### src/rtl/gpio_port_pkg.sv
package gpio_port_pkg;

    localparam int PIN_W  = 32;
    localparam int ADDR_W = 5;

    typedef logic [PIN_W-1:0] pin_vec_t;

    typedef enum logic [2:0] {
        REG_DIR   = 3'd0,
        REG_LVL   = 3'd1,
        REG_BLINK = 3'd2,
        REG_DIN   = 3'd3,
        REG_INV   = 3'd4
    } reg_idx_e;

    typedef struct packed {
        pin_vec_t dir;
        pin_vec_t lvl;
        pin_vec_t blink;
        pin_vec_t inv;
    } pin_cfg_t;

    localparam pin_cfg_t CFG_RESET = '{dir: '1, lvl: '0, blink: '0, inv: '0};

    function automatic logic [2:0] word_of(input logic [ADDR_W-1:0] addr);
        return addr[ADDR_W-1:2];
    endfunction

endpackage

### src/rtl/gpio_port_sync.sv
module gpio_port_sync #(
    parameter int W = 32
) (
    input  logic         clk,
    input  logic         rst,
    input  logic [W-1:0] d,
    output logic [W-1:0] q
);
    logic [W-1:0] meta;

    always_ff @(posedge clk) begin
        if (rst) begin
            meta <= '0;
            q    <= '0;
        end else begin
            meta <= d;
            q    <= meta;
        end
    end
endmodule

### src/rtl/gpio_port_blink.sv
module gpio_port_blink #(
    parameter int DIV = 1024
) (
    input  logic clk,
    input  logic rst,
    output logic phase,
    output logic wrap
);
    localparam int CW = (DIV > 1) ? $clog2(DIV) : 1;
    localparam logic [CW-1:0] LAST = CW'(DIV - 1);

    logic [CW-1:0] cnt;

    assign wrap = (cnt == LAST);

    always_ff @(posedge clk) begin
        if (rst) begin
            cnt   <= '0;
            phase <= 1'b0;
        end else if (wrap) begin
            cnt   <= '0;
            phase <= ~phase;
        end else begin
            cnt   <= cnt + 1'b1;
        end
    end
endmodule

### src/rtl/gpio_port_regs.sv
module gpio_port_regs
    import gpio_port_pkg::*;
(
    input  logic              clk,
    input  logic              rst,
    input  logic              bus_sel,
    input  logic              bus_wr,
    input  logic [ADDR_W-1:0] bus_addr,
    input  pin_vec_t          bus_wdata,
    input  pin_vec_t          din_word,
    output pin_cfg_t          cfg,
    output pin_vec_t          bus_rdata
);
    logic [2:0] word;
    logic       wr_en;
    logic       rd_en;

    assign word  = word_of(bus_addr);
    assign wr_en = bus_sel & bus_wr;
    assign rd_en = bus_sel & ~bus_wr;

    always_ff @(posedge clk) begin
        if (rst) begin
            cfg <= CFG_RESET;
        end else if (wr_en) begin
            case (word)
                REG_DIR:   cfg.dir   <= bus_wdata;
                REG_LVL:   cfg.lvl   <= bus_wdata;
                REG_BLINK: cfg.blink <= bus_wdata;
                REG_INV:   cfg.inv   <= bus_wdata;
                default:   ;
            endcase
        end
    end

    always_comb begin
        bus_rdata = '0;
        if (rd_en) begin
            case (word)
                REG_DIR:   bus_rdata = cfg.dir;
                REG_LVL:   bus_rdata = cfg.lvl;
                REG_BLINK: bus_rdata = cfg.blink;
                REG_DIN:   bus_rdata = din_word;
                REG_INV:   bus_rdata = cfg.inv;
                default:   bus_rdata = '0;
            endcase
        end
    end
endmodule

### src/rtl/gpio_port.sv
module gpio_port
    import gpio_port_pkg::*;
#(
    parameter int BLINK_DIV = 1024
) (
    input  logic              clk,
    input  logic              rst,
    input  logic              bus_sel,
    input  logic              bus_wr,
    input  logic [ADDR_W-1:0] bus_addr,
    input  logic [PIN_W-1:0]  bus_wdata,
    output logic [PIN_W-1:0]  bus_rdata,
    input  logic [PIN_W-1:0]  pad_in,
    output logic [PIN_W-1:0]  pad_oe,
    output logic [PIN_W-1:0]  pad_out
);
    pin_cfg_t cfg;
    pin_vec_t pad_sync;
    pin_vec_t din_word;
    logic     blink_phase;
    logic     blink_wrap;

    gpio_port_sync #(.W(PIN_W)) u_sync (
        .clk (clk),
        .rst (rst),
        .d   (pad_in),
        .q   (pad_sync)
    );

    gpio_port_blink #(.DIV(BLINK_DIV)) u_blink (
        .clk   (clk),
        .rst   (rst),
        .phase (blink_phase),
        .wrap  (blink_wrap)
    );

    assign din_word = pad_sync ^ cfg.inv;

    gpio_port_regs u_regs (
        .clk       (clk),
        .rst       (rst),
        .bus_sel   (bus_sel),
        .bus_wr    (bus_wr),
        .bus_addr  (bus_addr),
        .bus_wdata (bus_wdata),
        .din_word  (din_word),
        .cfg       (cfg),
        .bus_rdata (bus_rdata)
    );

    for (genvar n = 0; n < PIN_W; n++) begin : g_pin
        assign pad_oe[n]  = ~cfg.dir[n];
        assign pad_out[n] = cfg.blink[n] ? blink_phase : cfg.lvl[n];
    end
endmodule

### config.mk
export PLATFORM = sky130hd
export DESIGN_NAME = gpio_port
export DESIGN_NICKNAME = d
export VERILOG_FILES = /design/src/rtl/gpio_port_pkg.sv /design/src/rtl/gpio_port_sync.sv /design/src/rtl/gpio_port_blink.sv /design/src/rtl/gpio_port_regs.sv /design/src/rtl/gpio_port.sv
export SDC_FILE = /design/constraint.sdc
export NUM_CORES = 1
export LEC_CHECK = 0
export CELL_PAD_IN_SITES_DETAIL_PLACEMENT = 1
export CELL_PAD_IN_SITES_GLOBAL_PLACEMENT = 1
export CORE_MARGIN = 4
export CORE_UTILIZATION = 36
export CTS_BUF_LIST = sky130_fd_sc_hd__clkbuf_16
export DETAILED_ROUTE_END_ITERATION = 16
export GPL_TIMING_DRIVEN = 1
export PLACE_DENSITY_LB_ADDON = 0.3
export SLEW_MARGIN = 20
export SYNTH_ARGS = -nofsm -noshare
export SYNTH_HDL_FRONTEND = slang
export SYNTH_SLANG_ARGS = --single-unit
### constraint.sdc
create_clock -name clk -period 1.35 [get_ports clk]
set_input_delay 0.135 -clock clk [delete_from_list [all_inputs] [get_ports clk]]
set_output_delay 0.135 -clock clk [all_outputs]
set_load 0.01 [all_outputs]
Word level (Yosys, flattened, before mapping)
Index checks and enable logic that the tools add are counted.
{ "op_classes": {"n_addsub": 1, "n_eq_ne": 5, "mux": 34, "bitwise": 37, "n_reduce_logical": 6} }
{ "op_table": {"columns": ["cell", "n"], "rows": [
  ["$pmux 32 s5", 1],
  ["$not 1->1", 34],
  ["$mux 1", 32],
  ["$mux 32", 1],
  ["$xor 32x32->32", 1],
  ["$add 10x1->10 const B", 1],
  ["$eq 10x10->1 const B", 1],
  ["$reduce_and 2->1", 4],
  ["$eq 3x2->1 const B", 2],
  ["$eq 3x1->1 const B", 1],
  ["$eq 3x3->1 const B", 1],
  ["$logic_not 3->1", 1],
  ["$and 1x1->1", 2],
  ["$reduce_or 2->1", 1]
]} }
{ "word_totals": {"regBits": 203, "elab_cells": 91} }

Logic depth before layout (Yosys ltp)
Gate-level depths: netlist of the first run.
{ "depth": {"ltp_word": 3, "mapped_depth": 6, "ltp_nobuf": 4} }

Modules after synthesis
A second synthesis of the first run with hierarchy kept.
{ "hier_totals": {"hier_cells": 1108, "area_unflattened_um2": 9806.9} }
{ "modules_own_cells": {"columns": ["module", "instances", "cells_each", "area_per_inst_um2", "seq_area_each_um2"], "rows": [
  ["gpio_port_regs", 1, 819, 6625.1, 2562.5],
  ["gpio_port_sync", 1, 135, 1918.1, 1281.2],
  ["gpio_port", 1, 99, 775.7, 0.0],
  ["gpio_port_blink", 1, 55, 488.0, 220.2]
]} }

Worst setup path before layout of the first run
No wires, ideal clock.
{ "synth_timing": {"path_type": "reg-to-reg", "startpoint": "register u_blink.cnt[0]", "endpoint": "register u_blink.phase", "setup_ns": 0.070, "t_arrival_ns": 1.327, "path_slack_ns": -0.047, "stages_incl_launch_ff": 5, "path_buffers": 0, "synth_period_minus_slack_ns": 1.397, "cell_sequence": "dfxtp_1 -> ha_1 -> nand4_1 -> or4_1 -> a21oi_1"} }
{ "synth_between": {"elab_chain_len": 1} }
{ "synth_lines": {"columns": ["item", "line_no", "rtl"], "rows": [
  ["from (decl)", "gpio_port_blink.sv:12", "logic [CW-1:0] cnt;"],
  ["from (signal assigned)", "gpio_port_blink.sv:24", "cnt <= cnt + 1'b1;"],
  ["$eq 10x10->1", "gpio_port_blink.sv:14", "assign wrap = (cnt == LAST);"],
  ["to (signal assigned)", "gpio_port_blink.sv:22", "phase <= ~phase;"],
  ["to (decl)", "gpio_port_blink.sv:6", "output logic phase,"]
]} }
Every way passes these cells.
A chain may end at the register's enable or synchronous reset.

Worst setup path in the final report of the first run
{ "layout_timing": {"startpoint": "register u_regs.cfg[11] (netlist name)", "endpoint": "output port bus_rdata[11]"} }
{ "layout_between": {"elab_chain_len": 3} }
{ "layout_lines": {"columns": ["item", "line_no", "rtl"], "rows": [
  ["$xor 32x32->32", "gpio_port.sv:37", "assign din_word = pad_sync ^ cfg.inv;"],
  ["$pmux 32 s5 *", "gpio_port_regs.sv:39", "case (word)"],
  ["$mux 32 *", "gpio_port_regs.sv:38", "if (rd_en) begin"],
  ["to (decl)", "gpio_port.sv:12", "output logic [PIN_W-1:0] bus_rdata,"]
]} }
Every way passes the cells marked *; elsewhere a longest branch is shown, timed or not.

==> qor_table.md, run 1 <==
| Step | Quantity | Reported |
|:---|:---|:---|
| sta | Final critical-path required period | 1.94 ns |
| power and ir drop | Part of the power in registers | 45.9% |
| synthesis | Fraction of registers with async set/reset | 0% |
| synthesis | Number of warnings issued by yosys | 0 |
| global route | Antenna violations before repair | 2 |
| sta | Peak clock frequency supported by timing | 514 MHz |
| hold path | Kind of path behind the tightest hold check | in2reg |
| synthesis | Syn Nets | 1106 |
| setup path | Startpoint class of the critical path | register |
| sta | Count of endpoints failing hold in the final timing report | 0 |
| clock network | Depth of the CTS H-tree | 1 |
| power and ir drop | Worst ir drop on vdd | 0.000812 V |
| sta | Transition time at the pin with the least slew margin | 0.359 ns |
| clock network | Total clock buffers created by CTS | 23 |
| setup path | Reg-to-reg setup timing slack | 0.01 ns |
| power and ir drop | Total power density per cell area | 979 nW/um2 |
| layout | Layout cells sized above 1 | 38.2% |
| synthesis | Register bit total from synthesis | 203 |
| synthesis | Synthesized area | 9220 um2 |
| floorplanning | Core area | 25200 um2 |
| placement | Estimated wirelength of the detail-placed design | 24.4 mm |
| status | Result of the run | finished, violations left |
| drt | Drt initial violations | 644 |
| sta | Share of the clock period used by the worst path | 144% |
| power and ir drop | Sw Share | 25.9% |
| power and ir drop | Clock power share | 41.1% |
| run | Count of max-cap constraint violations | 0 |
| power and ir drop | Cell leakage power | 5.96 nW |
| sta | Minimum setup slack in the final design | -0.595 ns |
| setup path | Crit Path Category | reg2out |
| floorplanning | Die width | 168 um |
| layout | Net total in the final layout | 1434 |
| status | Violations in the final reports | setup timing |
| power and ir drop | Net switching power | 0.00352 W |
| synthesis | Number of distinct library cells after synthesis | 43 |
| power and ir drop | Logic pwr share | 13.0% |
| synthesis | Post-synth EDFFs | 0 |
| layout | Area grow syn2layout | 50.5% |
| global route | Pin count of the biggest net entering global routing | 62 |
| synthesis | Instance count of the mapped netlist | 1032 |
| placement | IO buf count | 166 |
| placement | Placement-stage worst setup slack | -0.983 ns |
| synthesis | Library cell with the largest summed area after synthesis | sky130_fd_sc_hd__dfxtp_1 |
| drt | Overall via count from detail_route | 9394 |
| drt | Ratio of routed vias to standard cells | 5.50 |
| placement | Routability cong. | 0.823 |
| layout | Commonest non-fill, non-tap cell in the layout | sky130_fd_sc_hd__buf_4 |
| global route | Sum of overflow across all layers after global routing | 0 |
| floorplanning | Number of placed I/O pins | 169 |
| layout | Number of fill cells in the layout | 2869 |
| setup path | Register-to-Register Path Depth | 4 |
| clock network | Clock slew at the register clock pins of the worst setup and hold paths | 0.06 ns |
| global route | Number of global-route vias before repair | 10.1k |
| synthesis | Share of the synthesized area in the top cell type | 44.1% |
| synthesis | Mean instance size in the synthesized netlist | 8.93 um2 |
| drt | Routed wirelength normalized by instance count | 21.5 um |
| synthesis | Sequential element share of the synthesized area | 44.1% |
| layout | Footprint of the multi-input gates | 4950 um2 |
| clock network | Clock tree from TritonCTS | built |
| sta | Final Max Tran Viols | 0 |
| clock network | Deepest clock path buffer count | 3 |
| clock network | Clock latency on the worst-skew pair | 0.52 ns |
| synthesis | Dominant cells by area after synthesis | sky130_fd_sc_hd__dfxtp_1, sky130_fd_sc_hd__o21ai_0, sky130_fd_sc_hd__a21oi_1 |
| floorplanning | Number of placement rows | 58 |
| hold path | Cell depth of the worst min-delay path | 5 |
| drt | DRT Pass-1 Iters | 5 |
| floorplanning | Overall die area | 28200 um2 |
| drt | DR DRC count | 0 |
| layout | Register area | 4150 um2 |
| setup path | Critical Path Sink Type | output port |
| setup path | Data required time of the worst path | 1.22 ns |
| floorplanning | Initial standard-cell utilization of the core | 36.6% |
| drt | Antenna viol nets, final | 0 |
| clock network | Buffer cell driving the clock tree root | sky130_fd_sc_hd__clkbuf_16 |
| synthesis | Most frequently used flop master after synthesis | sky130_fd_sc_hd__dfxtp_1 |
| global route | Global-route wire length before repair | 55.9 mm |
| sta | Setup violations, final | 64 |
| sta | Worst-case clock skew | 0.00604 ns |
| setup path | Worst Path Max Fanout | 2 |
| setup path | Critical path data arrival time | 1.81 ns |
| floorplanning | Die Ht | 168 um |
| layout | Most frequent cells in the layout | sky130_fd_sc_hd__buf_4, sky130_fd_sc_hd__dfxtp_1, sky130_fd_sc_hd__o21ai_0 |
| sta | Fin Hold WS | 0.164 ns |
| clock network | Total number of clock tree sinks | 203 |
| layout | Share of the core filled with cells | 55.1% |
| sta | Setup repair after global routing missed its margin | yes |
| drt | Detailed-route wire length | 36.7 mm |
| global route | Global routing usage summed across all routing layers | 24.6% |
| power and ir drop | Internal power | 0.0101 W |
| sta | Rel. slew slack | 76.1% |
[path summary, 6_finish.rpt]
| path | from | to |
|---|---|---|
| setup / recovery | u_regs.cfg[11]$_SDFFE_PP0P_ | bus_rdata[11] |
| hold / removal | bus_addr[3] | u_regs.cfg[9]$_SDFFE_PP0P_ |
| hold reg to reg | u_sync.meta[4]$_SDFF_PP0_ | u_sync.q[4]$_SDFF_PP0_ |
| setup reg to reg | u_blink.phase$_SDFFE_PP0N_ | u_blink.phase$_SDFFE_PP0N_ |
[layout make-up]
| class | count | share of cell area (%) |
|---|---|---|
| clock buffers | 23 | 4.15 |
| multi-input cells | 690 | 35.7 |
| repair buffers | 404 | 25.7 |
| clock inverters | 18 | 0.514 |
| flip-flops and latches | 203 | 29.9 |
| diodes | 1 | 0.0180 |
| inverters | 38 | 1.03 |
| well taps | 330 | 2.98 |
[timing repair]
action | CTS | global route
gates resized for setup | 535 | 47
cloned | 0 | 2
setup buffers | 6 | 2
hold buffers | 1 | 0
hold endpoints to repair | 17 | 0
pin swaps | 42 | 18
setup endpoints to repair | 100 | 73
[sequential cells by signal, indices dropped and copies added (netlist names)]
register / flops
u_blink.cnt: 10
u_blink.phase: 1
u_regs.cfg: 128
u_sync.meta: 32
u_sync.q: 32
[worst max-delay path, stage by stage, from the launching register on]
cell and delay (ns):
sky130_fd_sc_hd__dfxtp_2 0.33, sky130_fd_sc_hd__xnor2_1 0.12, sky130_fd_sc_hd__a211o_1 0.28, sky130_fd_sc_hd__a221oi_2 0.29
sky130_fd_sc_hd__buf_4 0.18, sky130_fd_sc_hd__buf_6 0.09
[power groups by stage]
stage / Clock [W] / Sequential (W) / Combinational [W]
final: 0.00559 / 0.00624 / 0.00176
after global routing: 0.00595 / 0.00625 / 0.00187
after CTS: 0.00568 / 0.00623 / 0.00173
after detailed placement: 0 / 0.00636 / 0.00170
after global placement: 0 / 0.00635 / 0.00167
after floorplan: 0 / 0.00634 / 0.000730
[cell usage after synthesis, drive strengths merged (11+ instances only)]
library cell,number
dfxtp,203
o21ai,121
a21oi,118
nand3,99
nor2b,80
clkbuf,66
a211o,43
inv,38
buf,35
mux2,33
and3,32
nor2,29
mux2i,19
a32o,14
mux4,13
nand2b,13
xnor2,12
nand3b,11
[cells by family after synthesis]
kind of cell	Yosys count	share of synthesized area, %
AOI/OAI and AO/OA	319	20.8
and+or+nand+nor	292	18.0
DFF	203	44.1
buffers and inverters	139	6.46
muxes	65	9.27
xor gates and xnor gates	13	1.24
adders and majority gates	1	0.136
[through the flow]
step / setup TNS (ns) / total power [W] / area [um2] / std cells
6_report: -24.76 / 0.0136 / 13900 / 1707
3_3_place_gp: -66.61 / 0.00802 / 12900 / 1654
3_5_place_dp: -72.54 / 0.00806 / 12900 / 1654
2_1_floorplan: 0 / 0.00707 / 9220 / 1032
5_1_grt: -27.69 / 0.0141 / 13900 / 1707
4_1_cts: -24.33 / 0.0136 / 13700 / 1702
[metal layers]
layer	GRT usage [%]	vias to the layer above	share of wire [%]
met5	0	-	0.022
met4	7.09	2	2.6
met3	4.16	68	6.2
met2	43.5	306	50
met1	30.9	4673	41
li1	-	4345	-
Note: power is estimated with default switching activity, not from simulation.
==> inputs of run 2 (changes only) <==
--- a/config.mk
+++ b/config.mk
@@ -11,8 +11,9 @@
 export CORE_UTILIZATION = 36
 export CTS_BUF_LIST = sky130_fd_sc_hd__clkbuf_16
 export DETAILED_ROUTE_END_ITERATION = 16
+export GPL_ROUTABILITY_DRIVEN = 1
 export GPL_TIMING_DRIVEN = 1
-export PLACE_DENSITY_LB_ADDON = 0.3
+export PLACE_DENSITY = 0.73
 export SLEW_MARGIN = 20
 export SYNTH_ARGS = -nofsm -noshare
 export SYNTH_HDL_FRONTEND = slang
==> run 2 against run 1 <==
Effect of this change:
- the flow still finishes with violations (setup timing)
- core utilization increased by 0.95 points
- sequential cell count unchanged
- clock power increased by 7.2%
- setup slack improved by 0.0021 ns
- critical path type unchanged
- maximum frequency increased by 0.11%
- global-route usage increased by 0.72 points
- register-to-register slack got worse by 0.19 ns
- combinational power increased by 5%
==> qor_table.md, run 2 (synthesis results as in run 1) <==
| Step | Quantity | Reported |
|:---|:---|:---|
| floorplanning | Die Ht | 168 um |
| power and ir drop | Power Total | 0.0141 W |
| setup path | Worst Path Max Fanout | 2 |
| sta | Final Max Tran Viols | 0 |
| status | Result of the run | finished, violations left |
| clock network | Total number of clock tree sinks | 203 |
| sta | Setup violations, final | 73 |
| clock network | Clock latency on the worst-skew pair | 0.52 ns |
| layout | Commonest non-fill, non-tap cell in the layout | sky130_fd_sc_hd__buf_4 |
| layout | Top Registers | u_regs.cfg (128), u_sync.meta (32), u_sync.q (32) |
| clock network | Buffer cell driving the clock tree root | sky130_fd_sc_hd__clkbuf_16 |
| sta | Setup repair after global routing missed its margin | yes |
| drt | DR DRC count | 0 |
| drt | Drt initial violations | 538 |
| placement | Estimated wirelength of the detail-placed design | 24.1 mm |
| drt | Overall via count from detail_route | 9611 |
| power and ir drop | Worst ir drop on vdd | 0.00107 V |
| floorplanning | Number of placement rows | 58 |
| hold path | Cell depth of the worst min-delay path | 4 |
| sta | Transition time at the pin with the least slew margin | 0.422 ns |
| sta | Share of the clock period used by the worst path | 144% |
| setup path | Crit Path Category | reg2out |
| global route | Pin count of the biggest net entering global routing | 47 |
| sta | Count of endpoints failing hold in the final timing report | 0 |
| sta | Minimum setup slack in the final design | -0.593 ns |
| floorplanning | Core area | 25200 um2 |
| layout | Number of fill cells in the layout | 2829 |
| global route | Global routing usage summed across all routing layers | 25.3% |
| drt | Routed wirelength normalized by instance count | 22.3 um |
| drt | Ratio of routed vias to standard cells | 5.59 |
| floorplanning | Die width | 168 um |
| layout | Net total in the final layout | 1447 |
| setup path | Register-to-Register Path Depth | 5 |
| hold path | Kind of path behind the tightest hold check | in2reg |
| layout | Biggest register | u_regs.cfg |
| status | Violations in the final reports | setup timing |
| power and ir drop | Total power density per cell area | 997 nW/um2 |
| drt | Top Layer Used | met4 |
| clock network | Deepest clock path buffer count | 3 |
| placement | Placement-stage worst setup slack | -1.10 ns |
| layout | Share of the core filled with cells | 56.0% |
| global route | Sum of overflow across all layers after global routing | 0 |
| sta | Worst-case clock skew | 0.0100 ns |
| sta | Peak clock frequency supported by timing | 515 MHz |
| clock network | Clock slew at the register clock pins of the worst setup and hold paths | 0.06 ns |
| drt | Detailed-route wire length | 38.3 mm |
| drt | Wire length on met2 | 19.4 mm |
| global route | Global-route wire length before repair | 57.3 mm |
| placement | Routability cong. | 0.819 |
| setup path | Critical path data arrival time | 1.81 ns |
| layout | Layout cells sized above 1 | 40.4% |
| run | Count of max-cap constraint violations | 0 |
| setup path | Reg-to-reg setup timing slack | -0.18 ns |
| drt | Post-Route M1 WL | 15.7 mm |
| global route | Number of global-route vias before repair | 10.2k |
| global route | Antenna violations before repair | 1 |
| setup path | Data required time of the worst path | 1.22 ns |
| placement | IO buf count | 166 |
| setup path | Startpoint class of the critical path | register |
| floorplanning | Initial standard-cell utilization of the core | 36.6% |
| floorplanning | Number of placed I/O pins | 169 |
| clock network | Clock tree from TritonCTS | built |
| drt | DRT Pass-1 Iters | 5 |
| power and ir drop | Cell leakage power | 6.06 nW |
| clock network | Depth of the CTS H-tree | 1 |
| layout | Max reg flops | 128 |
| drt | WL met3 | 2.00 mm |
| drt | Antenna viol nets, final | 0 |
| layout | Area grow syn2layout | 53.1% |
| sta | Rel. slew slack | 71.8% |
| sta | Final critical-path required period | 1.94 ns |
| clock network | Total clock buffers created by CTS | 23 |
| setup path | Critical Path Sink Type | output port |
| floorplanning | Overall die area | 28200 um2 |
| layout | Most frequent cells in the layout | sky130_fd_sc_hd__buf_4, sky130_fd_sc_hd__dfxtp_1, sky130_fd_sc_hd__o21ai_0 |
## run 2: power by group
group | switching [W] | internal, W
Sequential | 0.0000849 | 0.00616
Combinational | 0.000958 | 0.000884
Clock | 0.00255 | 0.00345
## run 2: timing repair
item / 4_1_cts / 5_1_grt
pin swaps: 47 / 26
resized for setup: 560 / 59
buffers inserted: 22 / 12
endpoints found under the setup margin: 104 / 73
endpoints found under the hold margin: 13 / 0
hold buffers: 1 / 0
gates cloned: 0 / 1
## run 2: worst paths after layout
kind                                    from                           to
hold / removal                   bus_addr[2]  u_regs.cfg[85]$_SDFFE_PP0P_
setup / recovery      u_sync.q[2]$_SDFF_PP0_                 bus_rdata[2]
setup reg to reg  u_blink.phase$_SDFFE_PP0N_   u_blink.phase$_SDFFE_PP0N_
hold reg to reg    u_sync.meta[4]$_SDFF_PP0_       u_sync.q[4]$_SDFF_PP0_
## run 2: worst max-delay path, stage by stage (launching register included)
cell and delay (ns):
sky130_fd_sc_hd__dfxtp_2 0.32, sky130_fd_sc_hd__nor2b_4 0.12, sky130_fd_sc_hd__mux4_2 0.48, sky130_fd_sc_hd__a32o_2 0.26
sky130_fd_sc_hd__buf_6 0.12
## run 2: area by class of cell
type                       count  area (um2)  area share (%)
clock buffer                  23         576            4.08
clock inverter                16         120           0.851
tap                          330         413            2.93
inverter                      38         143            1.01
antenna                        1        2.50          0.0177
timing repair buffer         417        3680            26.1
sequential                   203        4150            29.4
multi-input combinational    690        5020            35.6
## run 2: per-stage QoR
stage	instance area, um2	std cells	hold slack, ns	TNS (ns)
after floorplan	9220	1032	0.263	0
after global placement	12800	1647	0.416	-67.70
after detailed placement	12800	1647	0.426	-73.85
after CTS	13800	1707	0.143	-25.40
after global routing	14100	1718	0.158	-28.07
final	14100	1718	0.164	-24.97
## run 2: per-layer routing
layer  global-route usage [%]  up-vias
li1                         -     4374
met1                     31.1     4863
met2                     45.6      304
met3                     3.45       70
met4                     8.72        0
met5                        0        -
